**src/rtl/pfx_add_pkg.sv**
```systemverilog
`timescale 1ns/1ps
package pfx_add_pkg;
    localparam int unsigned SLICE_W  = 8;
    localparam int unsigned N_SLICE  = 8;
    localparam int unsigned DATA_W   = SLICE_W * N_SLICE;
    localparam int unsigned MODE_W   = 2;

    typedef enum logic [MODE_W-1:0] {
        SPLIT_8X8  = 2'b00,
        SPLIT_4X16 = 2'b01,
        SPLIT_2X32 = 2'b10,
        SPLIT_1X64 = 2'b11
    } split_e;
endpackage

```
**src/rtl/pfx_ks_scan.sv**
```systemverilog
`timescale 1ns/1ps
// Parallel-prefix (Kogge-Stone form) scan over generate/propagate pairs.
// Every node drives at most two successors, keeping fan-out bounded.
module pfx_ks_scan #(
    parameter int unsigned N = 8
) (
    input  logic [N-1:0] g_i,
    input  logic [N-1:0] p_i,
    output logic [N-1:0] g_o,
    output logic [N-1:0] p_o
);
    localparam int unsigned LV = (N > 1) ? $clog2(N) : 1;

    logic [N-1:0] gs_d [0:LV];
    logic [N-1:0] ps_d [0:LV];

    always_comb begin
        gs_d[0] = g_i;
        ps_d[0] = p_i;
        for (int l = 0; l < LV; l++) begin
            for (int i = 0; i < N; i++) begin
                if (i >= (1 << l)) begin
                    gs_d[l+1][i] = gs_d[l][i] | (ps_d[l][i] & gs_d[l][i-(1<<l)]);
                    ps_d[l+1][i] = ps_d[l][i] & ps_d[l][i-(1<<l)];
                end else begin
                    gs_d[l+1][i] = gs_d[l][i];
                    ps_d[l+1][i] = ps_d[l][i];
                end
            end
        end
    end

    assign g_o = gs_d[LV];
    assign p_o = ps_d[LV];
endmodule

```
**src/rtl/pfx_slice.sv**
```systemverilog
`timescale 1ns/1ps
// One adder slice: bit generate/propagate, in-slice prefix, sum formation.
module pfx_slice #(
    parameter int unsigned W = 8
) (
    input  logic [W-1:0] a_i,
    input  logic [W-1:0] b_i,
    input  logic         cin_i,
    output logic [W-1:0] sum_o,
    output logic         grp_g_o,
    output logic         grp_p_o
);
    logic [W-1:0] bit_g_d, bit_p_d;
    logic [W-1:0] pre_g_d, pre_p_d;
    logic [W-1:0] carry_d;

    assign bit_g_d = a_i & b_i;
    assign bit_p_d = a_i ^ b_i;

    pfx_ks_scan #(.N(W)) u_scan (
        .g_i (bit_g_d),
        .p_i (bit_p_d),
        .g_o (pre_g_d),
        .p_o (pre_p_d)
    );

    always_comb begin
        carry_d[0] = cin_i;
        for (int j = 1; j < W; j++) begin
            carry_d[j] = pre_g_d[j-1] | (pre_p_d[j-1] & cin_i);
        end
        sum_o = bit_p_d ^ carry_d;
    end

    assign grp_g_o = pre_g_d[W-1];
    assign grp_p_o = pre_p_d[W-1];

    // A slice cannot both create and pass a carry.
    always_comb begin
        p_gp_exclusive_r8: assert (!(grp_g_o && grp_p_o))
            else $error("slice generate and propagate both set");
    end
endmodule

```
**src/rtl/pfx_lane_decode.sv**
```systemverilog
`timescale 1ns/1ps
// Turns the mode into lane-start and lane-top masks over the slices.
module pfx_lane_decode
    import pfx_add_pkg::*;
#(
    parameter int unsigned N = N_SLICE
) (
    input  logic [MODE_W-1:0] mode_i,
    output logic [N-1:0]      start_o,
    output logic [N-1:0]      top_o
);
    int unsigned lane_mask_d;

    always_comb begin
        lane_mask_d = (32'd1 << mode_i) - 32'd1;
        for (int i = 0; i < N; i++) begin
            start_o[i] = ((i & lane_mask_d) == 0);
            top_o[i]   = (((i + 1) & lane_mask_d) == 0);
        end
    end

    always_comb begin
        p_top_count_r6: assert ($countones(top_o) == (N >> mode_i))
            else $error("lane top count does not match mode");
        p_base_start_r7: assert (start_o[0])
            else $error("lowest slice is not a lane start");
    end
endmodule

```
**src/rtl/pfx_carry_net.sv**
```systemverilog
`timescale 1ns/1ps
// Cross-slice carry combination. Lane starts have propagate cut and
// carry-in merged into their generate, so one prefix scan serves all splits.
module pfx_carry_net #(
    parameter int unsigned N = 8
) (
    input  logic [N-1:0] grp_g_i,
    input  logic [N-1:0] grp_p_i,
    input  logic [N-1:0] start_i,
    input  logic         cin_i,
    output logic [N-1:0] slice_cin_o,
    output logic [N-1:0] slice_cout_o
);
    logic [N-1:0] leaf_g_d, leaf_p_d;
    logic [N-1:0] scan_g_d, scan_p_d;

    assign leaf_g_d = grp_g_i | (start_i & grp_p_i & {N{cin_i}});
    assign leaf_p_d = grp_p_i & ~start_i;

    pfx_ks_scan #(.N(N)) u_scan (
        .g_i (leaf_g_d),
        .p_i (leaf_p_d),
        .g_o (scan_g_d),
        .p_o (scan_p_d)
    );

    always_comb begin
        slice_cin_o[0] = cin_i;
        for (int i = 1; i < N; i++) begin
            slice_cin_o[i] = start_i[i] ? cin_i : scan_g_d[i-1];
        end
        slice_cout_o = scan_g_d;
    end

    always_comb begin
        for (int i = 0; i < N; i++) begin
            // The prefix must not reach across a lane start.
            p_no_prop_past_start_r8: assert (!(start_i[i] && scan_p_d[i]))
                else $error("prefix propagates across lane start %0d", i);
            // A lane-start slice that only propagates passes the carry-in.
            p_start_passes_cin_r5: assert (!(start_i[i] && grp_p_i[i] && !grp_g_i[i])
                                            || (slice_cout_o[i] == cin_i))
                else $error("lane start %0d did not pass carry-in", i);
        end
    end
endmodule

```
**src/rtl/pfx_simd_adder.sv**
```systemverilog
`timescale 1ns/1ps
module pfx_simd_adder
    import pfx_add_pkg::*;
(
    input  logic [DATA_W-1:0]  a_i,
    input  logic [DATA_W-1:0]  b_i,
    input  logic [MODE_W-1:0]  mode_i,
    input  logic               cin_i,
    output logic [DATA_W-1:0]  sum_o,
    output logic [N_SLICE-1:0] cout_o
);
    logic [N_SLICE-1:0] grp_g_d, grp_p_d;
    logic [N_SLICE-1:0] start_d, top_d;
    logic [N_SLICE-1:0] slice_cin_d, slice_cout_d;

    pfx_lane_decode #(.N(N_SLICE)) u_decode (
        .mode_i  (mode_i),
        .start_o (start_d),
        .top_o   (top_d)
    );

    for (genvar k = 0; k < N_SLICE; k++) begin : g_slice
        pfx_slice #(.W(SLICE_W)) u_slice (
            .a_i     (a_i[k*SLICE_W +: SLICE_W]),
            .b_i     (b_i[k*SLICE_W +: SLICE_W]),
            .cin_i   (slice_cin_d[k]),
            .sum_o   (sum_o[k*SLICE_W +: SLICE_W]),
            .grp_g_o (grp_g_d[k]),
            .grp_p_o (grp_p_d[k])
        );
    end

    pfx_carry_net #(.N(N_SLICE)) u_net (
        .grp_g_i      (grp_g_d),
        .grp_p_i      (grp_p_d),
        .start_i      (start_d),
        .cin_i        (cin_i),
        .slice_cin_o  (slice_cin_d),
        .slice_cout_o (slice_cout_d)
    );

    assign cout_o = slice_cout_d & top_d;

    always_comb begin
        if (mode_i == SPLIT_1X64) begin
            p_full_width_r1: assert ({cout_o[N_SLICE-1], sum_o} ==
                ({1'b0, a_i} + {1'b0, b_i} + {{DATA_W{1'b0}}, cin_i}))
                else $error("full-width sum mismatch");
        end
        if (mode_i == SPLIT_8X8) begin
            for (int k = 0; k < N_SLICE; k++) begin
                p_byte_lane_r4: assert ({cout_o[k], sum_o[k*SLICE_W +: SLICE_W]} ==
                    ({1'b0, a_i[k*SLICE_W +: SLICE_W]} + {1'b0, b_i[k*SLICE_W +: SLICE_W]}
                     + {{SLICE_W{1'b0}}, cin_i}))
                    else $error("byte lane %0d mismatch", k);
            end
        end
    end
endmodule

```
**config.mk**
```make
export PLATFORM = sky130hd
export DESIGN_NAME = pfx_simd_adder
export DESIGN_NICKNAME = d
export VERILOG_FILES = /design/src/rtl/pfx_add_pkg.sv /design/src/rtl/pfx_ks_scan.sv /design/src/rtl/pfx_slice.sv /design/src/rtl/pfx_lane_decode.sv /design/src/rtl/pfx_carry_net.sv /design/src/rtl/pfx_simd_adder.sv
export SDC_FILE = /design/constraint.sdc
export NUM_CORES = 1
export LEC_CHECK = 0
export BUFFER_PORTS_ARGS = -buffer_cell sky130_fd_sc_hd__buf_2
export CORE_AREA = 2 2 85 87
export DETAILED_ROUTE_END_ITERATION = 10
export DIE_AREA = 0 0 87 89
export PLACE_DENSITY = 0.83
export SYNTH_ARGS = -nofsm -noshare
export SYNTH_HDL_FRONTEND = slang
export SYNTH_SLANG_ARGS = --single-unit
```
**constraint.sdc**
```tcl
create_clock -name vclk -period 3
set_clock_uncertainty 0.2 [all_clocks]
set_input_delay 0.15 -clock vclk [all_inputs]
set_output_delay 0.15 -clock vclk [all_outputs]
set_load 0.02 [all_outputs]
```
Word-level counts from Yosys, hierarchy flattened
Cells that the tools add are included.
{ "word_totals": {"register_bits": 0, "output_inout_bits": 72, "wordCells": 611} }
{ "classes": {"add_sub_neg": 1, "shift": 1, "mux": 7, "bitwise_logic": 594, "reduce_logical": 8} }
{ "op_table": {"columns": ["op", "count"], "rows": [
  ["bitwise AND 1 bit", 355],
  ["zero test 32 bit", 8],
  ["bitwise OR 1 bit", 209],
  ["bitwise XOR 8 bit", 16],
  ["bitwise AND 8 bit", 12],
  ["NOT 8 bit", 1],
  ["bitwise OR 8 bit", 1],
  ["two-way mux 1 bit", 7],
  ["left shift 1 x 2 -> 4 bit, first input constant", 1],
  ["subtractor 4 x 1 -> 4 bit, second input constant", 1]
]} }

Longest topological paths before layout
{ "depth": {"ltp_word": 17, "depth_mapped": 11} }

Hierarchy
From an unflattened synthesis, not the netlist that was laid out.
{ "unflattened": {"cells_unflattened": 503, "area_unflattened_um2": 3958.8} }
{ "by_module_without_submodules": {"columns": ["module", "instances", "cells_each", "area_per_inst_um2", "seq_area_each_um2"], "rows": [
  ["pfx_slice", 8, 24, 242.7, 0.0],
  ["pfx_ks_scan", 9, 29, 181.4, 0.0],
  ["pfx_carry_net", 1, 25, 225.2, 0.0],
  ["pfx_lane_decode", 1, 17, 108.9, 0.0],
  ["pfx_simd_adder", 1, 8, 50.0, 0.0]
]} }

Least setup slack after synthesis
OpenSTA, ideal clock, no wires.
{ "synth_path": {"path_type": "input to output", "from": "input a_i[3]", "to": "output sum_o[47]", "t_arrival_ns": 2.680, "setup_slack_ns": -0.030, "stages": 11, "path_buffers": 0, "cell_sequence": "ha_1 > and2_1 > a221oi_2 > a2111o_1 > a31oi_4 > o211ai_4 > nand3_2 > a311o_1 > a21oi_1 > o21bai_1 > xor2_1"} }
{ "synth_via": {"elab_chain_len": 13} }
{ "synth_lines": {"columns": ["item", "line_no", "source"], "rows": [
  ["start, declared", "pfx_simd_adder.sv:5", "input logic [DATA_W-1:0] a_i,"],
  ["bitwise XOR 8 bit", "pfx_slice.sv:18", "assign bit_p_d = a_i ^ b_i;"],
  ["bitwise AND 1 bit (on tied branches)", "pfx_ks_scan.sv:23, pfx_ks_scan.sv:24", null],
  ["bitwise OR 1 bit (tied with other cells)", "pfx_ks_scan.sv:23", "gs_d[l+1][i] = gs_d[l][i] | (ps_d[l][i] & gs_d[l][i-(1<<l)]);"],
  ["bitwise OR 1 bit or bitwise AND 1 bit (tied branches)", "pfx_ks_scan.sv:23, pfx_ks_scan.sv:24", null],
  ["bitwise AND 1 bit or bitwise AND 8 bit (tied branches)", "pfx_ks_scan.sv:23, pfx_carry_net.sv:17", null],
  ["bitwise OR 1 bit or bitwise AND 8 bit (tied branches)", "pfx_ks_scan.sv:23, pfx_carry_net.sv:17", null],
  ["bitwise OR 8 bit (*)", "pfx_carry_net.sv:17", "assign leaf_g_d = grp_g_i | (start_i & grp_p_i & {N{cin_i}});"],
  ["bitwise AND 1 bit (*)", "pfx_ks_scan.sv:23", null],
  ["bitwise OR 1 bit (*)", "pfx_ks_scan.sv:23", null],
  ["two-way mux 1 bit (*)", "pfx_carry_net.sv:30", "slice_cin_o[i] = start_i[i] ? cin_i : scan_g_d[i-1];"],
  ["bitwise AND 1 bit (*)", "pfx_slice.sv:30", "carry_d[j] = pre_g_d[j-1] | (pre_p_d[j-1] & cin_i);"],
  ["bitwise OR 1 bit (*)", "pfx_slice.sv:30", null],
  ["bitwise XOR 8 bit (*)", "pfx_slice.sv:32", "sum_o = bit_p_d ^ carry_d;"],
  ["end, declared", "pfx_simd_adder.sv:9", "output logic [DATA_W-1:0] sum_o,"]
]} }
Every way passes the cells marked *; elsewhere a longest branch is shown, timed or not.

Worst setup path after layout
{ "layout_path": {"from": "input a_i[12]", "to": "output sum_o[61]"} }
{ "layout_via": {"elab_chain_len": 16} }
{ "layout_lines": {"columns": ["item", "line_no"], "rows": [
  ["bitwise AND 8 bit or bitwise XOR 8 bit (tied branches)", "pfx_slice.sv:17, pfx_slice.sv:18"],
  ["bitwise AND 1 bit (on tied branches)", "pfx_ks_scan.sv:23, pfx_ks_scan.sv:24"],
  ["bitwise OR 1 bit or bitwise AND 1 bit (tied branches)", "pfx_ks_scan.sv:23, pfx_ks_scan.sv:24"],
  ["bitwise AND 1 bit (on tied branches)", "pfx_ks_scan.sv:23, pfx_ks_scan.sv:24"],
  ["bitwise OR 1 bit or bitwise AND 8 bit (tied branches) (2 in series)", "pfx_ks_scan.sv:23, pfx_carry_net.sv:17"],
  ["bitwise OR 8 bit", "pfx_carry_net.sv:17"],
  ["bitwise AND 1 bit", "pfx_ks_scan.sv:23"],
  ["bitwise OR 1 bit", "pfx_ks_scan.sv:23"],
  ["bitwise OR 1 bit (*)", "pfx_ks_scan.sv:23"],
  ["bitwise AND 1 bit (*)", "pfx_ks_scan.sv:23"],
  ["bitwise OR 1 bit (*)", "pfx_ks_scan.sv:23"],
  ["two-way mux 1 bit (*)", "pfx_carry_net.sv:30"],
  ["bitwise AND 1 bit (*)", "pfx_slice.sv:30"],
  ["bitwise OR 1 bit (*)", "pfx_slice.sv:30"],
  ["bitwise XOR 8 bit (*)", "pfx_slice.sv:32"]
]} }
Marked as above.

==> out/summary.txt <==
Fin. Hold Viols: 0
layout cells sized above 1: 56.1%
total grt overflow: 0
Synth Area in Simple Gates: 21.4%
Chip Height: 89 microns
clock buffers: 0
area delta synth->final: 83.1%
die width: 87 microns
Seq/Total Area, Yosys: 0%
dpl cells: 729
internal power: 0.000728 W
Max Cap Viol: 0
Synth top area share: 27.2%
initial antenna violation count: 0
# DRC: 0
top post-synthesis cells by area: ha_1 (27%), xnor2_1 (8.6%), xor2_1 (6.8%)
mux contribution to synthesized area: 0%
final setup violation count: 13
Fill cells: 426
Cell Pwr Density: 290 mW/mm^2
Yosys Warn Count: 0
final cell count without fillers: 750
Max FO, Critical Path: 4
post-synthesis compound-gate area fraction: 28.0%
Initial Util: 43.9%
Tcrit/Tclk final: 106%
Final Worst Setup Slack: -0.165 ns
First-pass DRT Iterations: 5
pin count of the biggest net entering global routing: 12
leak pwr: 2.65 nW
FF+latch count: 0
total number of vias: 4198
Syn Nets: 583
Util after Layout: 80.4%
Netlist cell types: 62
# diodes: 0
Gate Count Post-Synth: 380
run status: finished, violations left
worst setup path start: a_i[12]
full die area: 0.00774 sq mm
Mapped Area: 0.00295 sq mm
violated checks: setup timing
fin nets: 875
row count: 30
WP data required: 2.65 ns
vias per std cell: 5.60
Register Area: 0 sq um
RSZ-0062 raised after global routing: true
placer congestion estimate: 0.881
vias in the first global route: 4056
achievable frequency: 316 MHz
combinational power share: 100.0%
Total Routing Usage GR: 26.8%
critical path class: in -> out
Critical Path End: sum_o[61]
# IOs: 203
worst slew pin tran: 0.426 ns
Psw: 0.000838 W
wire per inst: 16.7 microns
area occupied by multi-input gates: 0.00337 sq mm
xor and xnor area share after synthesis: 15.4%
share of power burned in registers: 0%
hold crit path type: in -> out
CP Data Arrival Time: 2.82 ns
cell taking the most area after synthesis: ha_1
Cell Area, Placed: 0.00456 sq mm
global-route wire length before repair: 17300 microns
IO Port Bufs: 203
Post-Route WL: 12500 microns
Worst setup SP type: input pin
maximum vdd drop: 0.000158 V
Sw Share: 53.5%
initial drt markers: 91
Post-Route Hold Slack: 0.418 ns
Max-slew headroom: 71.5%
Antenna Nets Post-Route: 0
largest family of logic cells by synthesized area: adder cells
clock power share: 0%
hpwl dp: 9140 microns
core area: 0.00672 sq mm
Worst Setup End Kind: primary output
post-layout min period: 3.17 ns
Adder-Cell Fraction of Synth Area: 32.6%
Place WS: -0.268 ns
Avg Cell Area, Syn: 7.76 sq um
Slew Limit Fails: 0
final instance area: 0.00540 sq mm
==> worst max-delay path, stage by stage <==
cell	delay, ns
buf_2	0.12
ha_4	0.26
nand4_1	0.24
a211o_2	0.36
o211a_4	0.16
a31oi_4	0.25
o211ai_4	0.13
a31oi_4	0.21
o21ai_2	0.10
a311oi_4	0.31
buf_4	0.18
a21oi_2	0.05
xnor2_1	0.13
buf_4	0.16
==> cell usage after synthesis, types with 3 or more instances <==
cell type / instances
a31oi_1: 4
a211oi_1: 4
o21a_1: 6
nand4_1: 8
inv_1: 13
or3_1: 3
nand2_1: 24
nand3_1: 8
nor2b_1: 5
a31o_2: 3
o21bai_1: 4
nor3_1: 16
xor2_1: 23
fa_1: 8
o21ai_0: 17
xnor2_1: 29
ha_1: 64
a21oi_1: 35
nor2_1: 44
a21o_1: 8
and2_1: 6
==> area by class of cell <==
cell class	count	share of cell area [%]
Inverter	13	0.904
Multi-Input combinational cell	365	62.5
Tap cell	80	1.85
Timing Repair Buffer	292	34.7
==> power groups by stage <==
stage	Sequential (W)	Combinational, W	Clock, W
CTS	0	0.00139	0
global placement	0	0.00126	0
detailed placement	0	0.00130	0
floorplan	0	0.000802	0
global route	0	0.00167	0
finish	0	0.00157	0
==> how the worst min path moves through the flow <==
stage / start / to / slack (ns) / depth (start not counted)
after floorplan: mode_i[0] / cout_o[1] / 0.29 / 2
after global placement: mode_i[1] / cout_o[1] / 0.41 / 3
after detailed placement: mode_i[1] / cout_o[1] / 0.42 / 3
after CTS: mode_i[1] / cout_o[1] / 0.42 / 3
after global routing: mode_i[1] / cout_o[1] / 0.44 / 3
final: mode_i[1] / cout_o[1] / 0.42 / 3
==> through the flow <==
stage	power [W]	setup TNS, ns
2_1_floorplan	0.000802	0
3_3_place_gp	0.00126	-1.87
3_5_place_dp	0.00130	-4.51
4_1_cts	0.00139	-0.229
5_1_grt	0.00167	-3.34
6_report	0.00157	-0.972
==> repair_timing <==
action,in CTS,in global routing
hold buffers,0,0
pin swaps,24,40
setup buffers,7,15
setup endpoints to repair,37,43
gates resized for setup,52,77
==> placed cells by master (no fill, tap or decap), types with 5 or more instances in the layout <==
cell and instances:
a21o_1 8, a21oi_1 23, a21oi_2 13, buf_2 164, buf_4 103, buf_6 25, fa_1 6, ha_1 44
ha_4 19, inv_1 13, nand2_1 22, nand3_1 6, nand4_1 8, nor2_1 42, nor3_1 14, o21a_1 6
o21ai_0 10, o21ai_2 5, xnor2_1 27, xor2_1 20
==> layer usage <==
layer,up-vias,routed length (microns),GRT usage [%]
met5,-,0,0
met4,0,533,8.38
met3,54,686,2.68
met2,206,6920,55.9
met1,1935,4400,27.4
li1,2003,-,-
==> logic make-up (layout without fill, tap and decap cells) <==
logic type	count (synthesis)	count (layout)
buffers and inverters	15	305
AO/OA/AOI/OAI	112	112
adder cells (fa/ha/maj)	72	72
AND/OR/NAND/NOR	129	129
XOR/XNOR	52	52
Power figures use the tool's default switching activity.
